===== config.mk =====
export PLATFORM = sky130hd
export DESIGN_NAME = pin_event_detector
export DESIGN_NICKNAME = d
export VERILOG_FILES = /design/src/rtl/pin_evt_pkg.sv /design/src/rtl/pin_sync.sv /design/src/rtl/evt_decode.sv /design/src/rtl/flag_bank.sv /design/src/rtl/pin_event_detector.sv
export SDC_FILE = /design/constraint.sdc
export NUM_CORES = 1
export LEC_CHECK = 0
export CAP_MARGIN = 0
export CORE_UTILIZATION = 46
export DETAILED_ROUTE_END_ITERATION = 12
export GPL_ROUTABILITY_DRIVEN = 0
export PLACE_DENSITY = 0.84
export SKIP_CTS_REPAIR_TIMING = 1
export SLEW_MARGIN = 20
export SYNTH_ARGS = -nofsm -noshare
export SYNTH_HDL_FRONTEND = slang
export SYNTH_SLANG_ARGS = --single-unit
export TNS_END_PERCENT = 20

===== constraint.sdc =====
create_clock -name clk -period 1 [get_ports clk]
set_input_delay 0.25 -clock clk [delete_from_list [all_inputs] [get_ports clk]]
set_output_delay 0.25 -clock clk [all_outputs]
set_load 0.01 [all_outputs]

===== src/rtl/pin_evt_pkg.sv =====
package pin_evt_pkg;

  localparam int CODE_W = 4;

  typedef enum logic [CODE_W-1:0] {
    MODE_OFF      = 4'b0000,
    MODE_DMA_RISE = 4'b0001,
    MODE_DMA_FALL = 4'b0010,
    MODE_DMA_BOTH = 4'b0011,
    MODE_IRQ_LOW  = 4'b1000,
    MODE_IRQ_RISE = 4'b1001,
    MODE_IRQ_FALL = 4'b1010,
    MODE_IRQ_BOTH = 4'b1011,
    MODE_IRQ_HIGH = 4'b1100
  } pin_mode_e;

  function automatic logic mode_is_dma(input logic [CODE_W-1:0] code);
    return (code == MODE_DMA_RISE) || (code == MODE_DMA_FALL) ||
           (code == MODE_DMA_BOTH);
  endfunction

  function automatic logic mode_is_irq(input logic [CODE_W-1:0] code);
    return (code == MODE_IRQ_LOW)  || (code == MODE_IRQ_RISE) ||
           (code == MODE_IRQ_FALL) || (code == MODE_IRQ_BOTH) ||
           (code == MODE_IRQ_HIGH);
  endfunction

  function automatic logic mode_edge(input logic [CODE_W-1:0] code);
    return (code == MODE_DMA_RISE) || (code == MODE_DMA_FALL) ||
           (code == MODE_DMA_BOTH) || (code == MODE_IRQ_RISE) ||
           (code == MODE_IRQ_FALL) || (code == MODE_IRQ_BOTH);
  endfunction

  function automatic logic mode_on_rise(input logic [CODE_W-1:0] code);
    return mode_edge(code) && code[0];
  endfunction

  function automatic logic mode_on_fall(input logic [CODE_W-1:0] code);
    return mode_edge(code) && code[1];
  endfunction

endpackage


===== src/rtl/pin_sync.sv =====
module pin_sync #(
  parameter int NUM_PINS = 8,
  parameter int STAGES   = 2
) (
  input  logic                clk,
  input  logic                rst,
  input  logic [NUM_PINS-1:0] pin_async,
  output logic [NUM_PINS-1:0] level,
  output logic [NUM_PINS-1:0] level_prev
);

  localparam int LAST = STAGES - 1;

  logic [NUM_PINS-1:0] chain [STAGES];

  generate
    for (genvar s = 0; s < STAGES; s++) begin : g_stage
      if (s == 0) begin : g_first
        always_ff @(posedge clk) begin
          if (rst) chain[s] <= '0;
          else     chain[s] <= pin_async;
        end
      end else begin : g_next
        always_ff @(posedge clk) begin
          if (rst) chain[s] <= '0;
          else     chain[s] <= chain[s-1];
        end
      end
    end
  endgenerate

  always_ff @(posedge clk) begin
    if (rst) level_prev <= '0;
    else     level_prev <= chain[LAST];
  end

  assign level = chain[LAST];

endmodule


===== src/rtl/evt_decode.sv =====
module evt_decode
  import pin_evt_pkg::*;
#(
  parameter int NUM_PINS = 8
) (
  input  logic                       clk,
  input  logic                       rst,
  input  logic [NUM_PINS-1:0]        level,
  input  logic [NUM_PINS-1:0]        level_prev,
  input  logic [NUM_PINS*CODE_W-1:0] cfg,
  output logic [NUM_PINS-1:0]        edge_hit,
  output logic [NUM_PINS-1:0]        level_hit
);

  generate
    for (genvar i = 0; i < NUM_PINS; i++) begin : g_pin
      logic [CODE_W-1:0] code;
      logic              rose, fell, edge_now, lvl_now;

      assign code = cfg[i*CODE_W +: CODE_W];

      always_comb begin
        rose     = level[i] & ~level_prev[i];
        fell     = ~level[i] & level_prev[i];
        edge_now = (rose & mode_on_rise(code)) | (fell & mode_on_fall(code));
        lvl_now  = ((code == MODE_IRQ_LOW)  & ~level[i]) |
                   ((code == MODE_IRQ_HIGH) &  level[i]);
      end

      always_ff @(posedge clk) begin
        if (rst) begin
          edge_hit[i]  <= 1'b0;
          level_hit[i] <= 1'b0;
        end else begin
          edge_hit[i]  <= edge_now;
          level_hit[i] <= lvl_now;
        end
      end
    end
  endgenerate

endmodule


===== src/rtl/flag_bank.sv =====
module flag_bank
  import pin_evt_pkg::*;
#(
  parameter int NUM_PINS = 8
) (
  input  logic                       clk,
  input  logic                       rst,
  input  logic [NUM_PINS*CODE_W-1:0] cfg,
  input  logic [NUM_PINS-1:0]        edge_hit,
  input  logic [NUM_PINS-1:0]        level_hit,
  input  logic                       clr_we,
  input  logic [NUM_PINS-1:0]        clr_data,
  input  logic [NUM_PINS-1:0]        dma_done,
  input  logic                       rd_en,
  output logic [NUM_PINS-1:0]        flags,
  output logic [NUM_PINS-1:0]        rd_data,
  output logic                       irq,
  output logic [NUM_PINS-1:0]        dma_req
);

  logic [NUM_PINS-1:0] dma_mask;
  logic [NUM_PINS-1:0] irq_mask;
  logic [NUM_PINS-1:0] flags_nxt;

  generate
    for (genvar i = 0; i < NUM_PINS; i++) begin : g_flag
      logic [CODE_W-1:0] code;
      logic              sw_clr, hw_clr;

      assign code        = cfg[i*CODE_W +: CODE_W];
      assign dma_mask[i] = mode_is_dma(code);
      assign irq_mask[i] = mode_is_irq(code);

      always_comb begin
        sw_clr = clr_we & clr_data[i];
        hw_clr = dma_done[i] & dma_mask[i];
        if (edge_hit[i])           flags_nxt[i] = 1'b1;
        else if (sw_clr | hw_clr)  flags_nxt[i] = 1'b0;
        else if (level_hit[i])     flags_nxt[i] = 1'b1;
        else                       flags_nxt[i] = flags[i];
      end
    end
  endgenerate

  always_ff @(posedge clk) begin
    if (rst) begin
      flags   <= '0;
      rd_data <= '0;
      irq     <= 1'b0;
      dma_req <= '0;
    end else begin
      flags   <= flags_nxt;
      irq     <= |(flags & irq_mask);
      dma_req <= flags & dma_mask;
      if (rd_en) rd_data <= flags;
    end
  end

endmodule


===== src/rtl/pin_event_detector.sv =====
module pin_event_detector
  import pin_evt_pkg::*;
#(
  parameter int NUM_PINS    = 8,
  parameter int SYNC_STAGES = 2
) (
  input  logic                       clk,
  input  logic                       rst,
  input  logic [NUM_PINS-1:0]        pin_in,
  input  logic [NUM_PINS*CODE_W-1:0] pin_cfg,
  input  logic                       clr_we,
  input  logic [NUM_PINS-1:0]        clr_data,
  input  logic [NUM_PINS-1:0]        dma_done,
  input  logic                       rd_en,
  output logic [NUM_PINS-1:0]        rd_data,
  output logic                       irq,
  output logic [NUM_PINS-1:0]        dma_req
);

  logic [NUM_PINS-1:0] level, level_prev;
  logic [NUM_PINS-1:0] edge_hit, level_hit;
  logic [NUM_PINS-1:0] flag_vec;

  pin_sync #(.NUM_PINS(NUM_PINS), .STAGES(SYNC_STAGES)) u_sync (
    .clk        (clk),
    .rst        (rst),
    .pin_async  (pin_in),
    .level      (level),
    .level_prev (level_prev)
  );

  evt_decode #(.NUM_PINS(NUM_PINS)) u_dec (
    .clk        (clk),
    .rst        (rst),
    .level      (level),
    .level_prev (level_prev),
    .cfg        (pin_cfg),
    .edge_hit   (edge_hit),
    .level_hit  (level_hit)
  );

  flag_bank #(.NUM_PINS(NUM_PINS)) u_flags (
    .clk       (clk),
    .rst       (rst),
    .cfg       (pin_cfg),
    .edge_hit  (edge_hit),
    .level_hit (level_hit),
    .clr_we    (clr_we),
    .clr_data  (clr_data),
    .dma_done  (dma_done),
    .rd_en     (rd_en),
    .flags     (flag_vec),
    .rd_data   (rd_data),
    .irq       (irq),
    .dma_req   (dma_req)
  );

endmodule


==> summary.txt <==
Setup path
  • FF-to-FF Start: u_flags.flags[6]
  • FF-to-FF End: u_flags.flags[6]
  • CP Cell Sequence: buf_6
  • Worst path bufs/invs: 1
  • CP peak stage delay: 330 ps
  • Critical Path End Type: primary output
  • Crit path DAT: 800 ps
  • Crit Path Max Fanout: 2
  • Worst path top cell family by delay: flip-flops
  • Slowest stage cell, crit path: dfxtp_2
  • Worst reg-to-reg path cell count: 3
  • Kind of start point of the critical path: register
  • R2R setup slack: 50 ps
  • Kind of critical path: reg -> out
  • CP Data Required Time: 750 ps

Place
  • Dpl hpwl: 4260 um
  • Post-place setup slack: -448 ps
  • Port buffer count: 76

Detailed routing
  • Wirelength per Cell: 14.6 um
  • DR vias/cell: 5.04
  • Drt drc: 0
  • Initial DRC Count: 104
  • Post-detailed-routing wire length: 6240 um
  • Pre-antenna DRT Iters: 4
  • ANT nets after route: 0
  • Routed vias: 2155

Global routing
  • First-pass GRT wire length: 9470 um
  • Vias in the first global route: 2113
  • Overflow after GRT: 0
  • Initial antenna violation count: 0
  • Global-route usage over all layers: 0.232
  • Pin count of the biggest net entering global routing: 30

Hold path
  • Hold path depth: 2
  • Hold Path Class: in -> reg
  • Hold EP: u_flags.dma_req[6]
  • Hold Startpoint: pin_cfg[27]

Synthesis
  • Largest area contributor in the netlist: dfxtp_1
  • Yosys top cell area share: 0.534
  • YS warnings: 0
  • Syn avg cell area: 9.99 um2
  • Synth top area cells: dfxtp_1 (53%), nor2b_1 (6.2%), nand3b_1 (3.4%), and4b_1 (3.3%), mux2i_1 (3.3%)
  • Post-Syn Instances: 244
  • Sequential area share after synthesis: 0.534
  • Post-synth cell types: 25
  • Syn Std Cell Area: 0.00244 mm2
  • Synth Register Bits: 65
  • Syn_nets: 304

Power
  • Design Power: 5660 uW
  • Reg power frac: 0.476
  • Logic pwr share: 0.115
  • Switching share of total power: 0.221
  • PwrDens: 1490 mW/mm2
  • P_sw: 1250 uW
  • Cell internal pwr: 4410 uW
  • Clock share of power: 0.409
  • Static leakage: 0.00164 uW
  • Max IR drop VDD: 0.955 mV

Run status
  • Status: finished with violations
  • Failing checks: setup timing

Clock tree
  • CTS Sinks: 65
  • Clk slew on worst S/H paths: 80 ps
  • TritonCTS Buffers: 9
  • CTS tree: yes
  • H-tree levels: 3
  • Maximum clock insertion buffer count: 2
  • Root Buffer: clkbuf_8
  • Worst skew pair latency: 350 ps

STA
  • Final Hold Viols: 0
  • Tmin final: 1050 ps
  • Relative slew slack: 0.802
  • Slew Viols, Final: 0
  • Actual slew at the worst max-slew pin: 293 ps
  • Setup violators final: 20
  • Period utilization: 1.05
  • Smallest setup slack after layout: -45.3 ps
  • Fin Setup TNS: -482 ps
  • Clk_skew: 12.3 ps
  • RSZ-0062 raised after global routing: yes
  • Peak Freq: 957 MHz

Die
  • Rows: 26
  • Initial core utilization: 0.477
  • Die width: 74.8 um
  • Die area: 0.00560 mm2
  • CORE AREA: 0.00511 mm2
  • Die Ht: 74.8 um
  • Ports: 77

Cells and area
  • Layout cells sized above 1: 0.240
  • Fillers: 388
  • Final net count: 413
  • Syn-to-layout area delta: 56.3%
  • Final core utilization: 0.746
  • Ant diodes: 0

Run
  • Maxcap violations: 0
## state kept, by name (all words and copies together) (netlist names)
name,cells
u_sync.chain,16
u_dec.edge_hit,8
u_dec.level_hit,8
u_flags.dma_req,8
u_flags.flags,8
u_flags.rd_data,8
u_sync.level_prev,8
u_flags.irq,1
## cell type report
type | instances | area (um2) | area share
multi-input cells | 155 | 1090 | 0.287
repair buffers | 106 | 1050 | 0.274
clock buffers | 14 | 173 | 0.0453
clock inverters | 2 | 35.0 | 0.00919
well taps | 70 | 87.6 | 0.0230
inverters | 16 | 60.1 | 0.0158
flip-flops and latches | 65 | 1320 | 0.345
## Yosys cell counts
master / n
o21ai_1: 1
and2_1: 9
a21oi_1: 8
nor4_1: 2
a2bb2oi_1: 8
a211oi_1: 3
mux2i_1: 8
buf_4: 1
buf_2: 4
dfxtp_1: 65
xnor2_1: 8
nor2_1: 21
nor2b_1: 24
nor4_2: 1
o41ai_1: 8
nor3_1: 5
nand2b_1: 3
nand2_1: 10
o21ai_0: 12
nand3b_1: 11
a32oi_1: 4
buf_6: 3
and4b_1: 8
inv_1: 16
a41oi_1: 1
## placed cells by master (no fill, tap or decap), types with 8 or more instances in the layout
master and count:
o21ai_0 8, xnor2_1 8, a21oi_1 8, dlymetal6s2s_1 15
dfxtp_2 12, buf_6 12, mux2i_1 8, buf_4 27
and4b_1 8, clkdlybuf4s50_1 43, clkbuf_8 12, dfxtp_1 53
and2_1 9, nor2b_1 24, nand3b_1 11, nand2_1 10
nor2_1 21, inv_1 16
## through the flow
stage | hold slack, ps | instances | cell area (um2)
finish | 193 | 428 | 3810
global route | 201 | 428 | 3810
CTS | 261 | 428 | 3690
detailed placement | 418 | 412 | 3480
global placement | 412 | 412 | 3480
floorplan | 321 | 244 | 2440
## worst register-to-register path, cell delays in order (launching register included)
cell       delay (ps)
dfxtp_1           380
a2bb2oi_1         250
o41ai_2           120
a21oi_1           140
## kinds of logic after synthesis
group / Yosys count / share of synthesized area
buffers and inverters: 24 / 0.0498
flip-flops: 65 / 0.534
multiplexers: 8 / 0.0328
AO/OA/AOI/OAI: 45 / 0.128
AND/OR/NAND/NOR: 94 / 0.227
XOR/XNOR: 8 / 0.0287
## power by group through the flow
stage | Sequential, uW | Combinational, uW | Clock (uW)
finish | 2690 | 651 | 2320
global route | 2700 | 700 | 2440
CTS | 2690 | 632 | 2350
detailed placement | 2750 | 624 | 0
global placement | 2750 | 608 | 0
floorplan | 2740 | 200 | 0
## worst max path at each step
stage / startpoint / endpoint / slack [ps] / cells after the start
floorplan: u_flags.flags[6] / u_flags.irq / 190 / 3
global placement: pin_cfg[6] / u_flags.irq / -440 / 4
detailed placement: pin_cfg[18] / u_flags.irq / -450 / 4
CTS: u_flags.rd_data[7] / rd_data[7] / -500 / 1
global route: u_flags.rd_data[6] / rd_data[6] / -60 / 1
finish: u_flags.rd_data[1] / rd_data[1] / -50 / 1
## layer usage
metal | GRT usage | wire (um)
met1 | 0.272 | 2550
met2 | 0.403 | 3280
met3 | 0.0455 | 283
met4 | 0.117 | 122
met5 | 0 | 0
Note: power is estimated with default switching activity, not from simulation.
